`config.mk`:
```
export PLATFORM = sky130hd
export DESIGN_NAME = pe_status_gen
export DESIGN_NICKNAME = d
export VERILOG_FILES = /design/src/rtl/pe_status_pkg.sv /design/src/rtl/pe_dn_timer.sv /design/src/rtl/pe_toggle_bank.sv /design/src/rtl/pe_status_enc.sv /design/src/rtl/pe_status_gen.sv
export SDC_FILE = /design/constraint.sdc
export NUM_CORES = 1
export LEC_CHECK = 0
export BUFFER_PORTS_ARGS = -buffer_cell sky130_fd_sc_hd__buf_2
export CORE_UTILIZATION = 48
export CTS_CLUSTER_SIZE = 24
export DETAILED_ROUTE_END_ITERATION = 12
export HOLD_SLACK_MARGIN = 0.03
export PLACE_DENSITY = 0.92
export SETUP_SLACK_MARGIN = 0.1
export SLEW_MARGIN = 20
export SYNTH_ARGS = -nofsm -noshare
export SYNTH_HDL_FRONTEND = slang
export SYNTH_SLANG_ARGS = --single-unit
```
`constraint.sdc`:
```
create_clock -name clk_i -period 4 [get_ports clk_i]
set_input_delay 0.8 -clock clk_i [delete_from_list [all_inputs] [get_ports clk_i]]
set_output_delay 0.8 -clock clk_i [all_outputs]
set_load 0.1 [all_outputs]
```
`src/rtl/pe_status_pkg.sv`:
```
package pe_status_pkg;
  typedef enum logic [2:0] {
    OP_IDLE      = 3'd0,
    OP_PROG      = 3'd1,
    OP_ERASE_SEL = 3'd2,
    OP_ERASE     = 3'd3,
    OP_SUSP      = 3'd4
  } op_mode_e;

  typedef enum logic [1:0] {
    VIEW_ARRAY,
    VIEW_PROG,
    VIEW_ERASE,
    VIEW_SUSP
  } view_e;

  localparam int unsigned TOG_B6  = 0;
  localparam int unsigned TOG_B2  = 1;
  localparam int unsigned NUM_TOG = 2;
endpackage

```
`src/rtl/pe_dn_timer.sv`:
```
module pe_dn_timer #(
  parameter int unsigned CNT_W = 8
) (
  input  logic             clk_i,
  input  logic             rst_ni,
  input  logic             clear_i,
  input  logic             load_i,
  input  logic             run_i,
  input  logic [CNT_W-1:0] load_val_i,
  output logic             active_o,
  output logic             expire_o
);
  logic [CNT_W-1:0] cnt_q;

  always_ff @(posedge clk_i or negedge rst_ni) begin
    if (!rst_ni)                       cnt_q <= '0;
    else if (clear_i)                  cnt_q <= '0;
    else if (load_i)                   cnt_q <= load_val_i;
    else if (run_i && cnt_q != '0)     cnt_q <= cnt_q - 1'b1;
  end

  assign active_o = (cnt_q != '0);
  // last counting cycle; a reload in the same cycle wins
  assign expire_o = run_i && !load_i && !clear_i && (cnt_q == CNT_W'(1));
endmodule

```
`src/rtl/pe_toggle_bank.sv`:
```
module pe_toggle_bank #(
  parameter int unsigned N = 2
) (
  input  logic         clk_i,
  input  logic         rst_ni,
  input  logic [N-1:0] en_i,
  output logic [N-1:0] q_o
);
  for (genvar g = 0; g < N; g++) begin : g_tog
    always_ff @(posedge clk_i or negedge rst_ni) begin
      if (!rst_ni)      q_o[g] <= 1'b0;
      else if (en_i[g]) q_o[g] <= ~q_o[g];
    end
  end
endmodule

```
`src/rtl/pe_status_enc.sv`:
```
module pe_status_enc
  import pe_status_pkg::*;
(
  input  view_e       view_i,
  input  logic        prog_bit7_i,
  input  logic        err_i,
  input  logic        started_i,
  input  logic        t6_i,
  input  logic        t2_i,
  output logic [7:0]  status_o
);
  always_comb begin
    status_o = '0;
    unique case (view_i)
      VIEW_PROG: begin
        status_o[7] = ~prog_bit7_i;
        status_o[6] = t6_i;
        status_o[5] = err_i;
      end
      VIEW_ERASE: begin
        status_o[6] = t6_i;
        status_o[5] = err_i;
        status_o[3] = started_i;
        status_o[2] = t2_i;
      end
      VIEW_SUSP: begin
        status_o[7] = 1'b1;
        status_o[6] = t6_i;
        status_o[2] = t2_i;
      end
      default: status_o = '0;
    endcase
  end
endmodule

```
`src/rtl/pe_status_gen.sv`:
```
module pe_status_gen
  import pe_status_pkg::*;
#(
  parameter int unsigned NBLK            = 19,
  parameter int unsigned WIN_CYC         = 50,
  parameter int unsigned ABORT_ERASE_CYC = 100,
  parameter int unsigned ABORT_PROG_CYC  = 4,
  localparam int unsigned BLK_W   = (NBLK > 1) ? $clog2(NBLK) : 1,
  localparam int unsigned TMR_MAX = (WIN_CYC > ABORT_ERASE_CYC) ?
                                    ((WIN_CYC > ABORT_PROG_CYC) ? WIN_CYC : ABORT_PROG_CYC) :
                                    ((ABORT_ERASE_CYC > ABORT_PROG_CYC) ? ABORT_ERASE_CYC : ABORT_PROG_CYC),
  localparam int unsigned TMR_W   = $clog2(TMR_MAX + 1)
) (
  input  logic             clk_i,
  input  logic             rst_ni,
  input  logic [2:0]       op_mode_i,
  input  logic             prog_bit7_i,
  input  logic [NBLK-1:0]  erasing_mask_i,
  input  logic [NBLK-1:0]  failed_mask_i,
  input  logic             fail_i,
  input  logic             clear_err_i,
  input  logic             win_add_i,
  input  logic             abort_start_i,
  input  logic             abort_erase_i,
  input  logic             rd_i,
  input  logic [BLK_W-1:0] rd_blk_i,
  output logic [7:0]       status_o,
  output logic             sel_array_o,
  output logic             busy_o,
  output logic             win_done_o
);
  op_mode_e mode;
  assign mode = op_mode_e'(op_mode_i);

  logic in_sel;
  assign in_sel = (mode == OP_ERASE_SEL);

  // selection window
  logic unused_win_act;
  pe_dn_timer #(.CNT_W(TMR_W)) u_win_tmr (
    .clk_i      (clk_i),
    .rst_ni     (rst_ni),
    .clear_i    (!in_sel),
    .load_i     (win_add_i && in_sel),
    .run_i      (in_sel),
    .load_val_i (TMR_W'(WIN_CYC)),
    .active_o   (unused_win_act),
    .expire_o   (win_done_o)
  );

  // protected-target abort interval
  logic abort_act, unused_abort_end;
  pe_dn_timer #(.CNT_W(TMR_W)) u_abort_tmr (
    .clk_i      (clk_i),
    .rst_ni     (rst_ni),
    .clear_i    (1'b0),
    .load_i     (abort_start_i),
    .run_i      (1'b1),
    .load_val_i (abort_erase_i ? TMR_W'(ABORT_ERASE_CYC) : TMR_W'(ABORT_PROG_CYC)),
    .active_o   (abort_act),
    .expire_o   (unused_abort_end)
  );

  logic abort_kind_q;
  always_ff @(posedge clk_i or negedge rst_ni) begin
    if (!rst_ni)            abort_kind_q <= 1'b0;
    else if (abort_start_i) abort_kind_q <= abort_erase_i;
  end

  // sticky failure
  logic err_q, err_erase_q;
  always_ff @(posedge clk_i or negedge rst_ni) begin
    if (!rst_ni) begin
      err_q       <= 1'b0;
      err_erase_q <= 1'b0;
    end else if (fail_i) begin
      err_q       <= 1'b1;
      err_erase_q <= (mode != OP_PROG);
    end else if (clear_err_i) begin
      err_q       <= 1'b0;
    end
  end

  // block qualification of the read address
  logic blk_ok, erasing_hit, failed_hit;
  assign blk_ok      = ({1'b0, rd_blk_i} < (BLK_W+1)'(NBLK));
  assign erasing_hit = blk_ok && erasing_mask_i[rd_blk_i];
  assign failed_hit  = blk_ok && failed_mask_i[rd_blk_i];

  view_e view;
  logic  started, b2_hit;
  always_comb begin
    view    = VIEW_ARRAY;
    started = 1'b0;
    b2_hit  = 1'b0;
    if (err_q) begin
      view    = err_erase_q ? VIEW_ERASE : VIEW_PROG;
      started = err_erase_q;
      b2_hit  = err_erase_q && failed_hit;
    end else if (abort_act) begin
      view    = abort_kind_q ? VIEW_ERASE : VIEW_PROG;
      started = abort_kind_q;
    end else begin
      unique case (mode)
        OP_PROG:      view = VIEW_PROG;
        OP_ERASE_SEL: begin view = VIEW_ERASE; b2_hit = erasing_hit; end
        OP_ERASE:     begin view = VIEW_ERASE; started = 1'b1; b2_hit = erasing_hit; end
        OP_SUSP:      begin
          view   = erasing_hit ? VIEW_SUSP : VIEW_ARRAY;
          b2_hit = erasing_hit;
        end
        default:      view = VIEW_ARRAY;
      endcase
    end
  end

  logic [NUM_TOG-1:0] tog_en, tog_q;
  assign tog_en[TOG_B6] = rd_i && (view == VIEW_PROG || view == VIEW_ERASE);
  assign tog_en[TOG_B2] = rd_i && b2_hit && (view == VIEW_ERASE || view == VIEW_SUSP);

  pe_toggle_bank #(.N(NUM_TOG)) u_tog (
    .clk_i  (clk_i),
    .rst_ni (rst_ni),
    .en_i   (tog_en),
    .q_o    (tog_q)
  );

  pe_status_enc u_enc (
    .view_i      (view),
    .prog_bit7_i (prog_bit7_i),
    .err_i       (err_q),
    .started_i   (started),
    .t6_i        (tog_q[TOG_B6]),
    .t2_i        (tog_q[TOG_B2]),
    .status_o    (status_o)
  );

  assign sel_array_o = (view == VIEW_ARRAY);
  assign busy_o      = (view == VIEW_PROG) || (view == VIEW_ERASE);
endmodule

```
==> run_results.csv <==
group,metric,value,unit
outcome,status,"finished with violations",
outcome,violations,"setup timing",
clocking,numClockSinks,19,
synthesis,synth_edf_count,0,
synthesis,synth_top_area_share,29.7,%
placement,gp_congestion,0.875,
clocking,cts_tree,"done",
setup_path,crit_path_start_kind,"register",
drt,dr.pass1.iters,4,
synthesis,synthCells,181,
clocking,clkLatencyLatePin,0.31,ns
timing,min_period,4.07,ns
timing,report.final.slew_viol_count,0,
floorplan,rows,20,
drt,wl,4590,um
synthesis,synth.top_cells.by_count,"19 x dfrtp_1, 15 x nor2_1, 13 x a21oi_1, 13 x mux2i_1, 12 x nand2_1",
floorplan,die_y,59.8,um
timing,finalWorstSetupSlack,-0.0681,ns
synthesis,synth_area_leader_cell,"dfrtp_1",
drt,first_iter_violations,110,
final_layout,postLayoutCoreUtil,72.8,%
setup_path,critPathArrivalTime,3.27,ns
timing,clock.fmax,246,MHz
setup_path,crit_slowest_cell,"or4_4",
floorplan,die_x,59.8,um
placement,place_area,2110,um2
synthesis,synth-seq-cells,19,
synthesis,ys.warnings.count,0,
power,power.density,374,nW/um2
setup_path,worstSetupPathType,"register to output port",
timing,max_slew.worst_pin.slew,0.500,ns
grt,overflow,0,
setup_path,required,3.20,ns
final_layout,stdcell_area,2260,um2
clocking,clock_path_buffers,2,
drt,vias,1681,
setup_path,critPathCaptureType,"output port",
drt,wire_per_inst,15.6,um
grt,grt_pass1_wl,7440,um
timing,worst_hold_slack,0.404,ns
final_layout,diodes,0,
clocking,cts.clk_slew.worst_paths,0.13,ns
clocking,cts_hold_buf,0,
power,power_leakage,1.04,nW
synthesis,synth_flop_cell,"dfrtp_1",
floorplan,start_util,51.7,%
timing,hold_violations,0,
final_layout,area_delta_synth_final,41.0,%
drt,antenna_left,0,
final_layout,fin_nets,314,
grt,met1_usage,33.6,%
timing,setup_violations,5,
grt,busiest_layer,"met2",
power,ir_drop,0.336,mV
timing,rsz0062_at_grt,"true",
flow_run,max_cap_violations,0,
synthesis,ys_types,53,
timing,period_share,102,%
synthesis,synth_most_common_cell,"dfrtp_1",
clocking,cts_inserted_buffers,3,
synthesis,synth_area,1600,um2
placement,place_ws,-0.0141,ns
grt,gr-usage-met2,50.6,%
placement,io_buffers,62,
floorplan,ioPinCount,66,
grt,use_met3,2.38,%
power,switching_share,44.6,%
floorplan,core-area,3100,um2
power,switchingPower,378,uW
power,intPower,468,uW
synthesis,synth_seq_area_share,29.7,%
grt,antenna_found_initial,0,
setup_path,path_cells,"inv_2, ha_4, or3b_4, or4_4, or3_4, a22oi_2, o21a_1, ha_2, nor2b_4, o221a_4, buf_12",
synthesis,synthTopCellsByArea,"dfrtp_1 30%, mux2i_1 8.1%, ha_1 5.5%, mux4_2 4.2%, a21oi_1 4.1%",
clocking,cts-root-buf,"clkbuf_4",
synthesis,async_reset_ff_share,100,%
grt,grt.total_usage,27.4,%
power,clockPowerShare,12.3,%
setup_path,critical_path.max_fanout,7,
power,comb_power_share,58.6,%
grt,grt_max_degree,20,
timing,relSlewSlack,66.3,%
drt,drc,0,
clocking,htree_levels,1,
power,p_seq_share,29.1,%
setup_path,slowest_delay,0.47,ns
floorplan,fp.dieArea,3570,um2
grt,grt_pass1_vias,1644,
synthesis,syn_area_per_cell,8.86,um2
final_layout,drive_gt1_share,43.0,%
timing,fin_skew,0.0169,ns
hold_path,hold_path.class,"primary input to async pin",
drt,viasPerCell,5.70,
placement,dpl.hpwl,3380,um
[cell families (layout without fill, tap and decap cells)]
family / Yosys count / in the layout / synth area share, %
XOR/XNOR: 8 / 8 / 4.37
AO/OA/AOI/OAI: 41 / 41 / 18.4
AND/OR/NAND/NOR: 66 / 66 / 22.7
multiplexers: 16 / 16 / 12.3
buffers and inverters: 23 / 91 / 6.79
flip-flops: 19 / 19 / 29.7
adder cells (fa/ha/maj): 7 / 7 / 5.46
other: 1 / 3 / 0.234
[per-layer routing]
layer | share of wire [%] | wire length [um] | vias up
li1 | - | - | 800
met1 | 41 | 1870 | 803
met2 | 53 | 2430 | 67
met3 | 3.9 | 180 | 11
met4 | 2.4 | 108 | 0
met5 | 0 | 0 | -
[timing repair]
item	in CTS	in global routing
setup endpoints to repair	8	8
setup buffers	6	3
cloned	0	0
pin swaps	4	6
resized for setup	9	7
[registers in the layout, indices dropped and copies added (netlist names)]
signal	cells
abort_kind_q	1
err_erase_q	1
err_q	1
u_abort_tmr.cnt_q	7
u_tog.q_o	2
u_win_tmr.cnt_q	7
[cell type report]
cell class,count,area (um2)
Clock buffer,3,22.5
Clock inverter,1,5.00
Fill cell,225,843
Inverter,11,41.3
Multi-Input combinational cell,141,1140
Sequential cell,19,475
Tap cell,44,55.1
Timing Repair Buffer,76,520
[stage by stage]
step | std cells | setup TNS (ns) | power, mW
6_report | 295 | -0.181 | 0.846
5_1_grt | 295 | -0.498 | 0.882
4_1_cts | 292 | -0.0898 | 0.826
3_5_place_dp | 282 | -0.0141 | 0.701
3_3_place_gp | 282 | 0 | 0.688
2_1_floorplan | 183 | 0 | 0.557
[cell usage in the layout (no fill, tap or decap), types with 2 or more instances in the layout]
cell type / n
a211oi_1: 2
a21oi_1: 12
a32oi_1: 2
buf_12: 7
buf_2: 55
buf_4: 14
clkbuf_4: 3
conb_1: 3
dfrtp_1: 19
ha_1: 2
ha_2: 3
ha_4: 2
inv_1: 9
inv_2: 2
mux2i_1: 13
mux4_2: 3
nand2_1: 12
nand2b_1: 2
nand3_1: 2
nand3b_1: 2
nor2_1: 13
nor2b_1: 3
nor2b_4: 2
nor3_1: 3
nor3b_1: 4
nor4_1: 4
o21a_1: 2
o21ai_0: 3
o31ai_1: 3
or3_1: 3
or3_4: 2
or4_4: 2
xnor2_1: 7
[final timing paths]
check	startpoint	to	slack, ns	cells past startpoint
max reg2reg	u_abort_tmr.cnt_q[1]$_DFFE_PN0P_	u_tog.q_o[1]$_DFFE_PN0P_	0.18	13
min in group clk_i	u_tog.q_o[0]$_DFFE_PN0P_	u_tog.q_o[0]$_DFFE_PN0P_	0.49	1
min	rst_ni	err_erase_q$_DFFE_PN0P_	0.40	1
max in group asynchronous	rst_ni	u_abort_tmr.cnt_q[4]$_DFFE_PN0P_	3.27	1
min reg2reg	u_tog.q_o[0]$_DFFE_PN0P_	u_tog.q_o[0]$_DFFE_PN0P_	0.49	1
max	u_abort_tmr.cnt_q[1]$_DFFE_PN0P_	status_o[7]	-0.07	11
[worst max-delay path, delay by kind of cell, from the launching register on]
kind                     cells  cell delay [ns]
AND/OR/NAND/NOR              4             1.36
AO/OA/AOI/OAI                3             0.64
flip-flops                   1             0.41
adder cells (fa/ha/maj)      2             0.30
buffers and inverters        2             0.25
[power by group through the flow]
stage	registers (mW)	clock network (mW)	logic [mW]
detailed placement	0.249	0	0.452
CTS	0.245	0.103	0.479
floorplan	0.241	0	0.315
global route	0.250	0.108	0.523
global placement	0.248	0	0.441
finish	0.246	0.104	0.495
Power figures use the tool's default switching activity.
